File: config.mk
export PLATFORM = sky130hd
export DESIGN_NAME = aclk_gen_top
export DESIGN_NICKNAME = d
export VERILOG_FILES = /design/src/rtl/aclk_pkg.sv /design/src/rtl/aclk_ctrl.sv /design/src/rtl/aclk_divider.sv /design/src/rtl/aclk_rate_detect.sv /design/src/rtl/aclk_gen_top.sv
export SDC_FILE = /design/constraint.sdc
export NUM_CORES = 1
export LEC_CHECK = 0
export BUFFER_PORTS_ARGS = -buffer_cell sky130_fd_sc_hd__buf_2
export CORE_MARGIN = 1
export CORE_UTILIZATION = 45
export DETAILED_ROUTE_END_ITERATION = 10
export PLACE_DENSITY_LB_ADDON = 0.05
export SKIP_LAST_GASP = 1
export SYNTH_ARGS = -nofsm -noshare
export SYNTH_HDL_FRONTEND = slang
export SYNTH_SLANG_ARGS = --single-unit
export TNS_END_PERCENT = 1
File: constraint.sdc
create_clock -name hfClk -period 1.3 [get_ports hfClk]
set_input_delay 0.065 -clock hfClk [delete_from_list [all_inputs] [get_ports hfClk]]
set_output_delay 0.065 -clock hfClk [all_outputs]
set_load 0.02 [all_outputs]
File: src/rtl/aclk_pkg.sv
package aclk_pkg;

  typedef enum logic [1:0] {
    SPD_NORMAL = 2'd0,
    SPD_DOUBLE = 2'd1,
    SPD_QUAD   = 2'd2
  } speed_e;

  // Strobes from the control part to the divider datapath
  typedef struct packed {
    logic   restart;
    logic   drive;
    speed_e speed;
  } divCtl_t;

endpackage

File: src/rtl/aclk_ctrl.sv
module aclk_ctrl
  import aclk_pkg::*;
(
  input  logic       clk,
  input  logic       rstN,
  input  logic       masterSel,
  input  logic       dblSpeed,
  input  logic       quadReq,
  input  logic       quadDetected,
  output divCtl_t    ctl,
  output logic [1:0] speedMode
);

  logic [2:0] cfgNow;
  logic [2:0] cfgPrev;
  logic       driveQ;
  speed_e     speedQ;
  speed_e     reqSpeed;
  speed_e     slaveSpeed;

  assign cfgNow = {masterSel, dblSpeed, quadReq};

  // double has priority over quad
  always_comb begin
    if (dblSpeed)     reqSpeed = SPD_DOUBLE;
    else if (quadReq) reqSpeed = SPD_QUAD;
    else              reqSpeed = SPD_NORMAL;
  end

  always_comb begin
    if (dblSpeed)          slaveSpeed = SPD_DOUBLE;
    else if (quadDetected) slaveSpeed = SPD_QUAD;
    else                   slaveSpeed = SPD_NORMAL;
  end

  // Configuration is captured at the same edge that restarts the dividers
  always_ff @(posedge clk or negedge rstN) begin
    if (!rstN) begin
      cfgPrev <= '0;
      driveQ  <= 1'b0;
      speedQ  <= SPD_NORMAL;
    end else begin
      cfgPrev <= cfgNow;
      driveQ  <= masterSel;
      speedQ  <= reqSpeed;
    end
  end

  always_comb begin
    ctl.restart = (cfgNow != cfgPrev);
    ctl.drive   = driveQ;
    ctl.speed   = speedQ;
  end

  assign speedMode = masterSel ? speedQ : slaveSpeed;

  // reported speed code is always one of the three legal values
  a_r4_speed_code_legal: assert property (@(posedge clk) disable iff (!rstN)
    speedMode != 2'd3);

endmodule

File: src/rtl/aclk_divider.sv
module aclk_divider
  import aclk_pkg::*;
#(
  parameter int FRAME_LOG2 = 11,  // hfClk cycles per frame at normal speed, log2
  parameter int BCLK_LOG2  = 6,   // bit clocks per frame, log2
  parameter int MCLK_LOG2  = 8    // master clocks per frame at normal/double, log2
) (
  input  logic    clk,
  input  logic    rstN,
  input  divCtl_t ctl,
  output logic    mclkOut,
  output logic    bitClkOut,
  output logic    frameOut
);

  localparam int CNT_W    = FRAME_LOG2;
  localparam int N_SPEEDS = 3;

  logic [CNT_W-1:0] phaseCnt;
  logic [2:0]       taps [N_SPEEDS];
  logic [2:0]       selTap;

  // restart or idle returns the phase to zero
  always_ff @(posedge clk or negedge rstN) begin
    if (!rstN)                         phaseCnt <= '0;
    else if (ctl.restart || !ctl.drive) phaseCnt <= '0;
    else                               phaseCnt <= phaseCnt + 1'b1;
  end

  // One tap set per speed: each halving of the frame length moves all taps
  // down one bit; quad runs its master clock at 128x instead of 256x.
  for (genvar s = 0; s < N_SPEEDS; s++) begin : g_tap
    localparam int FB = CNT_W - 1 - s;
    localparam int MB = FB - MCLK_LOG2 + ((s == 2) ? 1 : 0);
    localparam int BB = FB - BCLK_LOG2;
    assign taps[s] = {phaseCnt[MB], phaseCnt[BB], phaseCnt[FB]};
  end

  always_comb begin
    case (ctl.speed)
      SPD_NORMAL: selTap = taps[0];
      SPD_DOUBLE: selTap = taps[1];
      default:    selTap = taps[2];
    endcase
  end

  assign mclkOut   = ctl.drive & selTap[2];
  assign bitClkOut = ctl.drive & selTap[1];
  assign frameOut  = ctl.drive & selTap[0];

  // frame edges only with a bit-clock falling edge
  a_r3_frame_on_bclk_fall: assert property (@(posedge clk) disable iff (!rstN)
    ((frameOut != $past(frameOut)) && !$past(ctl.restart))
      |-> ($past(bitClkOut) && !bitClkOut));

  // bit-clock edges only with a master-clock falling edge
  a_r1_bclk_on_mclk_fall: assert property (@(posedge clk) disable iff (!rstN)
    ((bitClkOut != $past(bitClkOut)) && !$past(ctl.restart))
      |-> ($past(mclkOut) && !mclkOut));

  // a restart leaves all clocks low in the following cycle
  a_r5_restart_clears: assert property (@(posedge clk) disable iff (!rstN)
    $past(ctl.restart) |-> (!mclkOut && !bitClkOut && !frameOut));

endmodule

File: src/rtl/aclk_rate_detect.sv
module aclk_rate_detect #(
  parameter int LO_RATIO = 128,
  parameter int HI_RATIO = 256,
  parameter int TOL      = 4
) (
  input  logic clk,
  input  logic rstN,
  input  logic slaveEn,
  input  logic extMclk,
  input  logic extFrame,
  output logic quadDetected,
  output logic ratioErr
);

  localparam int CW = $clog2(HI_RATIO + TOL + 1) + 1;
  localparam logic [CW-1:0] CMAX = '1;
  localparam logic [CW-1:0] QLO  = CW'(LO_RATIO - TOL);
  localparam logic [CW-1:0] QHI  = CW'(LO_RATIO + TOL);
  localparam logic [CW-1:0] NLO  = CW'(HI_RATIO - TOL);
  localparam logic [CW-1:0] NHI  = CW'(HI_RATIO + TOL);

  logic [1:0]    mSync, fSync;
  logic          mPrev, fPrev;
  logic          mRise, fRise;
  logic [CW-1:0] winCnt;
  logic          armed;
  logic          inQuad, inNorm;

  assign mRise  = mSync[1] & ~mPrev;
  assign fRise  = fSync[1] & ~fPrev;
  assign inQuad = (winCnt >= QLO) && (winCnt <= QHI);
  assign inNorm = (winCnt >= NLO) && (winCnt <= NHI);

  always_ff @(posedge clk or negedge rstN) begin
    if (!rstN) begin
      mSync <= '0; fSync <= '0; mPrev <= 1'b0; fPrev <= 1'b0;
      winCnt <= '0; armed <= 1'b0; quadDetected <= 1'b0; ratioErr <= 1'b0;
    end else if (!slaveEn) begin
      mSync <= '0; fSync <= '0; mPrev <= 1'b0; fPrev <= 1'b0;
      winCnt <= '0; armed <= 1'b0; quadDetected <= 1'b0; ratioErr <= 1'b0;
    end else begin
      mSync <= {mSync[0], extMclk};
      fSync <= {fSync[0], extFrame};
      mPrev <= mSync[1];
      fPrev <= fSync[1];
      if (fRise) begin
        armed  <= 1'b1;
        winCnt <= mRise ? CW'(1) : '0;   // a coincident rise opens the new window
        if (armed) begin                 // first rise only arms
          quadDetected <= inQuad;
          ratioErr     <= !inQuad && !inNorm;
        end
      end else if (mRise && (winCnt != CMAX)) begin
        winCnt <= winCnt + 1'b1;
      end
    end
  end

  // error and quad flags never together
  a_r9_flags_exclusive: assert property (@(posedge clk) disable iff (!rstN)
    !(quadDetected && ratioErr));

  // flags hold between frame rises
  a_r10_flags_hold: assert property (@(posedge clk) disable iff (!rstN)
    ($past(slaveEn) && slaveEn && !$past(fRise))
      |-> ($stable(quadDetected) && $stable(ratioErr)));

  // leaving slave mode clears the flags
  a_r10_master_clear: assert property (@(posedge clk) disable iff (!rstN)
    !slaveEn |=> (!quadDetected && !ratioErr));

endmodule

File: src/rtl/aclk_gen_top.sv
module aclk_gen_top
  import aclk_pkg::*;
#(
  parameter int FRAME_LOG2 = 11,
  parameter int BCLK_LOG2  = 6,
  parameter int MCLK_LOG2  = 8,
  parameter int LO_RATIO   = 128,
  parameter int HI_RATIO   = 256,
  parameter int RATIO_TOL  = 4
) (
  input  logic       hfClk,
  input  logic       rstN,
  input  logic       masterSel,
  input  logic       dblSpeed,
  input  logic       quadReq,
  input  logic       extMclk,
  input  logic       extFrame,
  output logic       mclkOut,
  output logic       bitClkOut,
  output logic       frameOut,
  output logic       quadDetected,
  output logic       ratioErr,
  output logic [1:0] speedMode
);

  divCtl_t divCtl;

  aclk_ctrl u_ctrl (
    .clk          (hfClk),
    .rstN         (rstN),
    .masterSel    (masterSel),
    .dblSpeed     (dblSpeed),
    .quadReq      (quadReq),
    .quadDetected (quadDetected),
    .ctl          (divCtl),
    .speedMode    (speedMode)
  );

  aclk_divider #(
    .FRAME_LOG2 (FRAME_LOG2),
    .BCLK_LOG2  (BCLK_LOG2),
    .MCLK_LOG2  (MCLK_LOG2)
  ) u_div (
    .clk       (hfClk),
    .rstN      (rstN),
    .ctl       (divCtl),
    .mclkOut   (mclkOut),
    .bitClkOut (bitClkOut),
    .frameOut  (frameOut)
  );

  aclk_rate_detect #(
    .LO_RATIO (LO_RATIO),
    .HI_RATIO (HI_RATIO),
    .TOL      (RATIO_TOL)
  ) u_det (
    .clk          (hfClk),
    .rstN         (rstN),
    .slaveEn      (!masterSel),
    .extMclk      (extMclk),
    .extFrame     (extFrame),
    .quadDetected (quadDetected),
    .ratioErr     (ratioErr)
  );

endmodule

---- Word-level counts from Yosys, hierarchy flattened ----
Cells that the tools add are included.
W data, S select, Z words.
word-level totals
  bits in registers ....................... 36
  logic and storage cells ................. 64
  bits of input ports ..................... 7
cells by class
  add/subtract/negate cells ............... 2
  bitwise operators ....................... 7
  equal/unequal tests ..................... 3
  order comparisons ....................... 4
  muxes and demuxes ....................... 23
  reduce and logical (&&, ||, !) cells .... 13
operators by type and width
  kind                     number
  $mux W10                 3
  $mux W2                  7
  $add A11 B1 Y11 const B  1
  $mux W1                  11
  $mux W11                 1
  $add A10 B1 Y10 const B  1
  $ge A10 B7 Y1 const B    1
  $ge A10 B8 Y1 const B    1
  $le A10 B8 Y1 const B    1
  $le A10 B9 Y1 const B    1
  $ne A10 B10 Y1 const B   1
  $pmux W3 S2              1
  $and A1 B1 Y1            5
  $logic_and A1 B1 Y1      4
  $reduce_bool A2 Y1       2
  $logic_not A1 Y1         3
  $ne A3 B3 Y1             1
  $reduce_bool A3 Y1       1
  $eq A2 B1 Y1 const B     1
  $logic_not A2 Y1         1
  $not A1 Y1               2
  $reduce_and A2 Y1        1
  $logic_or A1 B1 Y1       1

---- Depth between registers and ports, before layout ----
Gate-level depths: netlist of run 1.
  word-level depth ........................ 7
  gate-level depth with buffers ........... 6
  depth with buffers taken out ............ 6

---- By module ----
Synthesis of run 1 repeated with hierarchy kept, for this count alone.
second synthesis, totals
  cell total of the unflattened synthesis .. 173
  area total of the unflattened synthesis .. 1776.7 um^2
by module, submodules not included
  module            times used  cells an instance  area an instance (um^2)  seq. area each (um^2)
  aclk_rate_detect  1           97                 983.4                    475.5
  aclk_divider      1           61                 609.3                    275.3
  aclk_ctrl         1           14                 180.2                    100.1
  aclk_gen_top      1           1                  3.8                      0.0

---- Worst setup path after synthesis of run 1 ----
No wires, ideal clock.
  path kind ............................... register to register
  start point ............................. reg u_det.winCnt[0]
  end point ............................... reg u_det.winCnt[3]
  setup slack ............................. -0.051 ns
  buffers on the path ..................... 0
  data arrival time ....................... 1.274 ns
  data required time ...................... 1.223 ns
  cell stages (with the launch flop) ...... 6
  cells stage by stage .................... dfrtp_1 > ha_1 > nand4_1 > nor3_2 > or3_1 > a21oi_1
on the way
  cells in the longest elaborated chain, start to end .. 4
  elaborated cells between the ends (all ways) .. 7
ends and longest elaborated chain
  element                 RTL line                text
  from (decl)             aclk_rate_detect.sv:25  logic [CW-1:0] winCnt;
  from (signal assigned)  aclk_rate_detect.sv:48  winCnt <= mRise ? CW'(1) : '0;
  from (signal assigned)  aclk_rate_detect.sv:54  winCnt <= winCnt + 1'b1;
  $add A10 B1 Y10         aclk_rate_detect.sv:54
  $mux W10                aclk_rate_detect.sv:53  end else if (mRise && (winCnt != CMAX)) begin
  $mux W10                aclk_rate_detect.sv:46  if (fRise) begin
  $mux W10                aclk_rate_detect.sv:38  end else if (!slaveEn) begin
Several ways; a longest one is shown, not always the timed one. The select of a mux whose other input is x is not followed.
A chain may end at the register's enable or synchronous reset.

---- Worst setup path in the final report of run 1 ----
  start point ............................. reg u_det.winCnt[1]
  end point ............................... reg u_det.winCnt[3]
Same word-level chain as after synthesis.

==> flow_metrics.env, run 1 <==
export IMPL_outcome="complete, but fails checks"
export IMPL_violations="setup timing"
export IMPL_crit_chain="ha_2, nand4_1, nor3_4, or3_4, a21oi_2"
export IMPL_fin_area_um2=2170
export IMPL_coreArea_um2=3660
export IMPL_total_power_mw=2.15
export IMPL_startpoint="u_det.winCnt[1]"
export IMPL_hold_path_class="in -> reg"
export IMPL_async_flop_share=1.00
export IMPL_dp_cells=249
export IMPL_cts_tree="built"
export IMPL_required_ps=1510
export IMPL_ff2ff_setup_slack_ps=-150
export IMPL_antenna_cells=0
export IMPL_vias_per_cell=5.39
export IMPL_place_ws_ps=-142
export IMPL_p_leak_nw=0.961
export IMPL_vias=1422
export IMPL_hold_viol_final=0
export IMPL_drt_iter0_drc=62
export IMPL_path_class="reg -> reg"
export IMPL_port_buffers=13
export IMPL_cp_slowest_stage_delay_ps=400
export IMPL_cts_made_buffers=5
export IMPL_fin_ws_ps=-153
export IMPL_synth_most_common_cell="dfrtp_1"
export IMPL_reg2regPathDepth=5
export IMPL_drv_cap=0
export IMPL_synth_top_area_cell="dfrtp_1"
export IMPL_max_slew_margin=0.712
export IMPL_nNetsFinal=225
export IMPL_finalCritPeriodShare=1.12
export IMPL_worst_path_stages=5
export IMPL_place_gp_congestion=0.873
export IMPL_clk_latency_ps=280
export IMPL_antenna_left=0
export IMPL_syn_nets=184
export IMPL_instances_no_fill=264
export IMPL_reg2reg_to="u_det.winCnt[3]"
export IMPL_dieArea_um2=4070
export IMPL_synth_main_ff_cell="dfrtp_1"
export IMPL_dpl_cell_area_um2=1970
export IMPL_start_util=0.470
export IMPL_grt_pass1_vias=1342
export IMPL_fmax_ghz=0.688
export IMPL_tns_ps=-980
export IMPL_worst_setup_path_end_kind="register"
export IMPL_yosysTopAreaCellShare=0.495
export IMPL_critPathMaxFanout=5
export IMPL_final_setup_viol_count=11
export IMPL_worstPathArrival_ps=1660
export IMPL_synth_edff_count=0
export IMPL_grt_setup_unrepaired="yes"
export IMPL_powerDensity_nw_per_um2=991
export IMPL_drv_slew=0
export IMPL_netlist_area_um2=1720
export IMPL_first_pass_iters=4
export IMPL_clockBufferDepth=2
export IMPL_crit_path_start_kind="register"
export IMPL_finClkSkew_ps=8.11
export IMPL_grt_max_degree=35
export IMPL_ys_warn_count=0
export IMPL_cts_root_buf="clkbuf_8"
export IMPL_grt_ovfl_total=0
export IMPL_drive_gt1_frac=0.259
export IMPL_vdd_ir_drop_max_uv=813
export IMPL_clk_pin_slew_worst_paths_ps=70
export IMPL_critPathBufInv=0
export IMPL_grt_usage=0.199
export IMPL_die_x_um=63.8
export IMPL_syn_inst=174
export IMPL_hpwl_um=2470
export IMPL_grt_pass1_wl_um=6180
export IMPL_antenna_found_initial=0
export IMPL_seq_area_frac_synth=0.495
export IMPL_finalWirelength_um=3580
export IMPL_synthTopCellsByArea="dfrtp_1, nor2b_1, xnor2_1"
export IMPL_cts_sinks=34
export IMPL_area_growth_pct=26.1
export IMPL_synth_distinct_cells=40
export IMPL_min_period_ps=1450
export IMPL_rr_startpoint="u_det.winCnt[1]"
export IMPL_avgSynthCellArea_um2=9.88
export IMPL_drc=0
export IMPL_tightest_slew_ps=432
export IMPL_crit_path_end="u_det.winCnt[3]"
export IMPL_fillCellCount=326
export IMPL_htree_levels=2
export IMPL_wl_per_cell_um=13.6
export IMPL_cp_top_family="simple AND/OR/NAND/NOR gates"
export IMPL_fp_dieH_um=63.8
export IMPL_rows=22
export IMPL_critical_path_slowest_cell="dfrtp_1"
export IMPL_ios=14
export IMPL_synth_common_cells="dfrtp_1, nor2_1, nand2_1, nor2b_1"
export IMPL_ys_seq_elements=34
## state kept, by name, summed over array words and instances, names as in the netlist
name,count
u_ctrl.cfgPrev,3
u_ctrl.speedQ,1
u_det.armed,1
u_det.fPrev,1
u_det.fSync,2
u_det.mPrev,1
u_det.mSync,2
u_det.quadDetected,1
u_det.ratioErr,1
u_det.winCnt,10
u_div.phaseCnt,11
## worst register-to-register path: cells and delay by family, from the launching register on
family	cells	cell delay, ps
and+or+nand+nor	3	640
DFF	1	400
adders and majority gates	1	210
AOI/OAI and AO/OA	1	140
## through the flow
step	hold WS, ps	utilization
after detailed placement	125	0.538
after floorplan	-231	-
after global routing	29.6	0.592
final	15.3	0.592
after global placement	116	0.538
after CTS	12.4	0.584
## layout by cell type (no fill, tap or decap), drive strengths merged, types with 2 or more instances in the layout
cell and n:
xor2 4, and4 2, clkbuf 7, dfrtp 34, nand4 7, mux2i 2
a211oi 4, ha 3, and3 2, or3 4, a21oi 7, nor2b 11
nor2 17, nor4 5, nor3 8, inv 6, dlygate4sd3 4, nand2 11
buf 36, o21ai 10, nand3b 2, nand3 4, a31oi 4, and2 3
xnor2 7
## kinds of logic after synthesis
kind of cell,Yosys count,share of synthesized area
simple gates,80,0.266
mux,3,0.0182
xor+xnor,11,0.0560
flops,34,0.495
compound gates,31,0.114
buf+inv,12,0.0291
fa+ha+maj,3,0.0218
## per-layer routing
| layer | share of wire | up-vias | track usage | routed length [um] |
|---|---|---|---|---|
| li1 | - | 707 | - | - |
| met1 | 0.49 | 681 | 0.282 | 1760 |
| met2 | 0.46 | 32 | 0.297 | 1630 |
| met3 | 0.045 | 2 | 0.0482 | 161 |
| met4 | 0.0084 | 0 | 0.0682 | 30 |
| met5 | 0 | - | 0 | 0 |
## report_power, final
part	switching [mW]	internal, mW	total (mW)
Sequential	0.0158	1.08	1.09
Combinational	0.0700	0.0562	0.126
Clock	0.356	0.573	0.930
## worst min path at each step
stage             start           endpoint  slack (ps)  cells after the start
6_report       extFrame     u_det.fSync[0]          20                      2
5_1_grt        extFrame     u_det.fSync[0]          30                      2
4_1_cts        extFrame     u_det.fSync[0]          10                      2
3_5_place_dp       rstN  u_div.phaseCnt[5]         120                      2
3_3_place_gp       rstN  u_div.phaseCnt[7]         120                      2
2_1_floorplan      rstN  u_ctrl.cfgPrev[0]        -230                      0
## layout make-up
class                   count  area [um2]  area share
flip-flops and latches     34         852       0.393
multi-input cells         128         848       0.391
repair buffers             40         278       0.128
clock buffers               7        76.3      0.0352
well taps                  48        60.1      0.0277
clock inverters             1        30.0      0.0139
inverters                   6        22.5      0.0104
## repair_timing
item	CTS	global route
pin swaps	2	3
endpoints found under the hold margin	37	0
gates cloned	0	0
resized for setup	3	5
hold buffers	4	0
setup buffers	1	2
endpoints found under the setup margin	13	18
Power figures use the tool's default switching activity.
==> run 2: changes to the inputs <==
SYNTH_HIERARCHICAL = 1   (was default)
==> run 2 against run 1 <==
The flow still finishes with violations (setup timing); synthesized cell count fell by 0.57%; clock-buffer cell count is 1 lower; final cell count rose by 6.4%; worst setup slack got worse by 28 ps; clock skew is 2.2 ps lower; via count grew 4.1%; synthesized area is 3.3% higher; critical path depth fell by 1; flip-flop and latch count unchanged; utilization grew 4.1 points; final area is 8.5% higher; largest power group unchanged.
==> flow_metrics.env, run 2 <==
export IMPL_drv_slew=0
export IMPL_total_power_mw=2.06
export IMPL_antenna_cells=0
export IMPL_final_util=0.633
export IMPL_instances_no_fill=281
export IMPL_grt_setup_unrepaired="yes"
export IMPL_cts_tree="built"
export IMPL_synth_distinct_cells=43
export IMPL_reg2regPathDepth=4
export IMPL_worstPathArrival_ps=1700
export IMPL_vias_per_cell=5.27
export IMPL_fin_ws_ps=-182
export IMPL_synth_most_common_cell="dfrtp_1"
export IMPL_hold_path_class="in -> reg"
export IMPL_crit_path_start_kind="register"
export IMPL_seq_area_frac_synth=0.479
export IMPL_clk_latency_ps=290
export IMPL_clk_pin_slew_worst_paths_ps=70
export IMPL_critPathMaxFanout=5
export IMPL_finalCritPeriodShare=1.14
export IMPL_required_ps=1510
export IMPL_rr_startpoint="u_det/winCnt[4]"
export IMPL_drc=0
export IMPL_synthTopCellsByArea="dfrtp_1, and2_1, a21oi_1"
export IMPL_avgSynthCellArea_um2=10.3
export IMPL_crit_chain="and4_4, nand2_4, or4_1, a21oi_1"
export IMPL_p_comb_frac=0.075
export IMPL_clockPowerShare=0.396
export IMPL_p_sw_mw=0.482
export IMPL_rows=22
export IMPL_ys_seq_elements=34
export IMPL_fp_dieH_um=64.8
export IMPL_drv_cap=0
export IMPL_first_pass_iters=4
export IMPL_critPathBufInv=0
export IMPL_cts_made_buffers=5
export IMPL_violations="setup timing"
export IMPL_p_seq_frac=0.529
export IMPL_critical_path_slowest_cell="or4_1"
export IMPL_p_leak_nw=1.05
export IMPL_area_growth_pct=32.4
export IMPL_path_class="reg -> reg"
export IMPL_startpoint="u_det/winCnt[4]"
export IMPL_synth_top_area_cell="dfrtp_1"
export IMPL_grt_pass1_wl_um=6550
export IMPL_ios=14
export IMPL_netlist_area_um2=1780
export IMPL_dieArea_um2=4200
export IMPL_ff2ff_setup_slack_ps=-180
export IMPL_synth_main_ff_cell="dfrtp_1"
export IMPL_place_gp_congestion=0.836
export IMPL_final_setup_viol_count=19
export IMPL_fmax_ghz=0.675
export IMPL_drt_iter0_drc=59
export IMPL_wl_per_cell_um=13.2
export IMPL_syn_inst=173
export IMPL_synth_edff_count=0
export IMPL_dp_cells=263
export IMPL_largest_register_ffs=11
export IMPL_synth_common_cells="dfrtp_1, a21oi_1, and2_1"
export IMPL_coreArea_um2=3720
export IMPL_vias=1481
export IMPL_cp_slowest_stage_delay_ps=500
export IMPL_finClkSkew_ps=5.89
export IMPL_start_util=0.478
export IMPL_tightest_slew_ps=427
export IMPL_nNetsFinal=242
export IMPL_syn_nets=183
export IMPL_layout_commonest_cell="buf_4"
export IMPL_swShare=0.234
export IMPL_internal_power_mw=1.58
export IMPL_grt_max_degree=35
export IMPL_die_x_um=64.8
export IMPL_ys_warn_count=6
export IMPL_clockBufferDepth=2
export IMPL_vdd_ir_drop_max_uv=575
export IMPL_hold_viol_final=0
export IMPL_reg2reg_to="u_det/winCnt[7]"
export IMPL_min_period_ps=1480
export IMPL_async_flop_share=1.00
export IMPL_antenna_left=0
export IMPL_place_ws_ps=-202
export IMPL_htree_levels=2
export IMPL_hold_path_cell_count=2
export IMPL_drive_gt1_frac=0.326
export IMPL_cts_sinks=34
export IMPL_max_slew_margin=0.715
export IMPL_layout_common_cells="buf_4, dfrtp_1, buf_2"
export IMPL_powerDensity_nw_per_um2=875
export IMPL_cts_root_buf="clkbuf_8"
export IMPL_worst_setup_path_end_kind="register"
export IMPL_yosysTopAreaCellShare=0.479
export IMPL_grt_pass1_vias=1447
export IMPL_finalWirelength_um=3720
export IMPL_hold_slack_ps=43.2
export IMPL_hold_end="u_ctrl/speedQ[1]"
export IMPL_top_regs="u_div/phaseCnt: 11 flops, u_det/winCnt: 10 flops"
export IMPL_port_buffers=13
export IMPL_outcome="complete, but fails checks"
export IMPL_grt_usage=0.208
export IMPL_min_from="quadReq"
export IMPL_hpwl_um=2680
export IMPL_cp_top_family="simple AND/OR/NAND/NOR gates"
export IMPL_antenna_found_initial=0
export IMPL_grt_ovfl_total=0
export IMPL_regMostFlops="u_div/phaseCnt"
run 2: cell types whose count changed after synthesis, moves of 6 or more:
| cell | delta |
|---|---|
| nand3_1 | +6 |
| nor2_1 | -7 |
| or4_1 | +7 |
| o31ai_1 | +7 |
| nor2b_1 | -6 |
| and2_1 | +8 |
run 2: metal layers:
| layer | GRT usage | wire length (um) |
|---|---|---|
| met4 | 0.0861 | 49 |
| met2 | 0.322 | 1700 |
| met3 | 0.0475 | 123 |
| met1 | 0.281 | 1840 |
| met5 | 0 | 0 |
run 2: worst max path at each step:
stage | cells after the start | slack, ps | endpoint
after detailed placement | 5 | -200 | u_det/quadDetected
after CTS | 4 | -190 | u_det/winCnt[7]
final | 4 | -180 | u_det/winCnt[7]
after global routing | 4 | -250 | u_det/winCnt[0]
after floorplan | 4 | -110 | u_det/quadDetected
after global placement | 5 | -140 | u_det/quadDetected
run 2: layout make-up:
| cell class | instances | area, um2 |
|---|---|---|
| Fill cell | 319 | 1360 |
| Multi-Input combinational cell | 128 | 913 |
| Sequential cell | 34 | 851 |
| Timing Repair Buffer | 57 | 410 |
| Clock buffer | 6 | 82.6 |
| Tap cell | 48 | 60.1 |
| Inverter | 6 | 22.5 |
| Clock inverter | 2 | 12.5 |
run 2: kinds of logic (layout without fill, tap and decap cells):
group | after synthesis | after routing | synth area share
simple gates | 74 | 75 | 0.259
mux | 4 | 4 | 0.0254
buf+inv | 12 | 71 | 0.0345
compound gates | 37 | 37 | 0.137
flops | 34 | 34 | 0.479
xor+xnor | 9 | 9 | 0.0444
fa+ha+maj | 3 | 3 | 0.0211
run 2: through the flow:
stage          area [um2]  setup TNS [ps]
5_1_grt              2350           -3860
2_1_floorplan        1790            -564
3_3_place_gp         2130            -860
4_1_cts              2290           -1980
3_5_place_dp         2130           -1360
6_report             2350           -1930
run 2: timing repair:
action	CTS	global route
endpoints found under the hold margin	40	0
pin swaps	2	2
cloned	0	1
hold buffers	6	0
buffers inserted	0	3
setup endpoints to repair	18	21
resized for setup	1	6
run 2: power by group through the flow:
stage               clock [mW]  combinational (mW)  sequential (mW)
global route             0.876               0.172             1.09
CTS                      0.842               0.151             1.09
floorplan                    0              0.0665             1.11
finish                   0.814               0.154             1.09
global placement             0               0.135             1.11
detailed placement           0               0.137             1.11
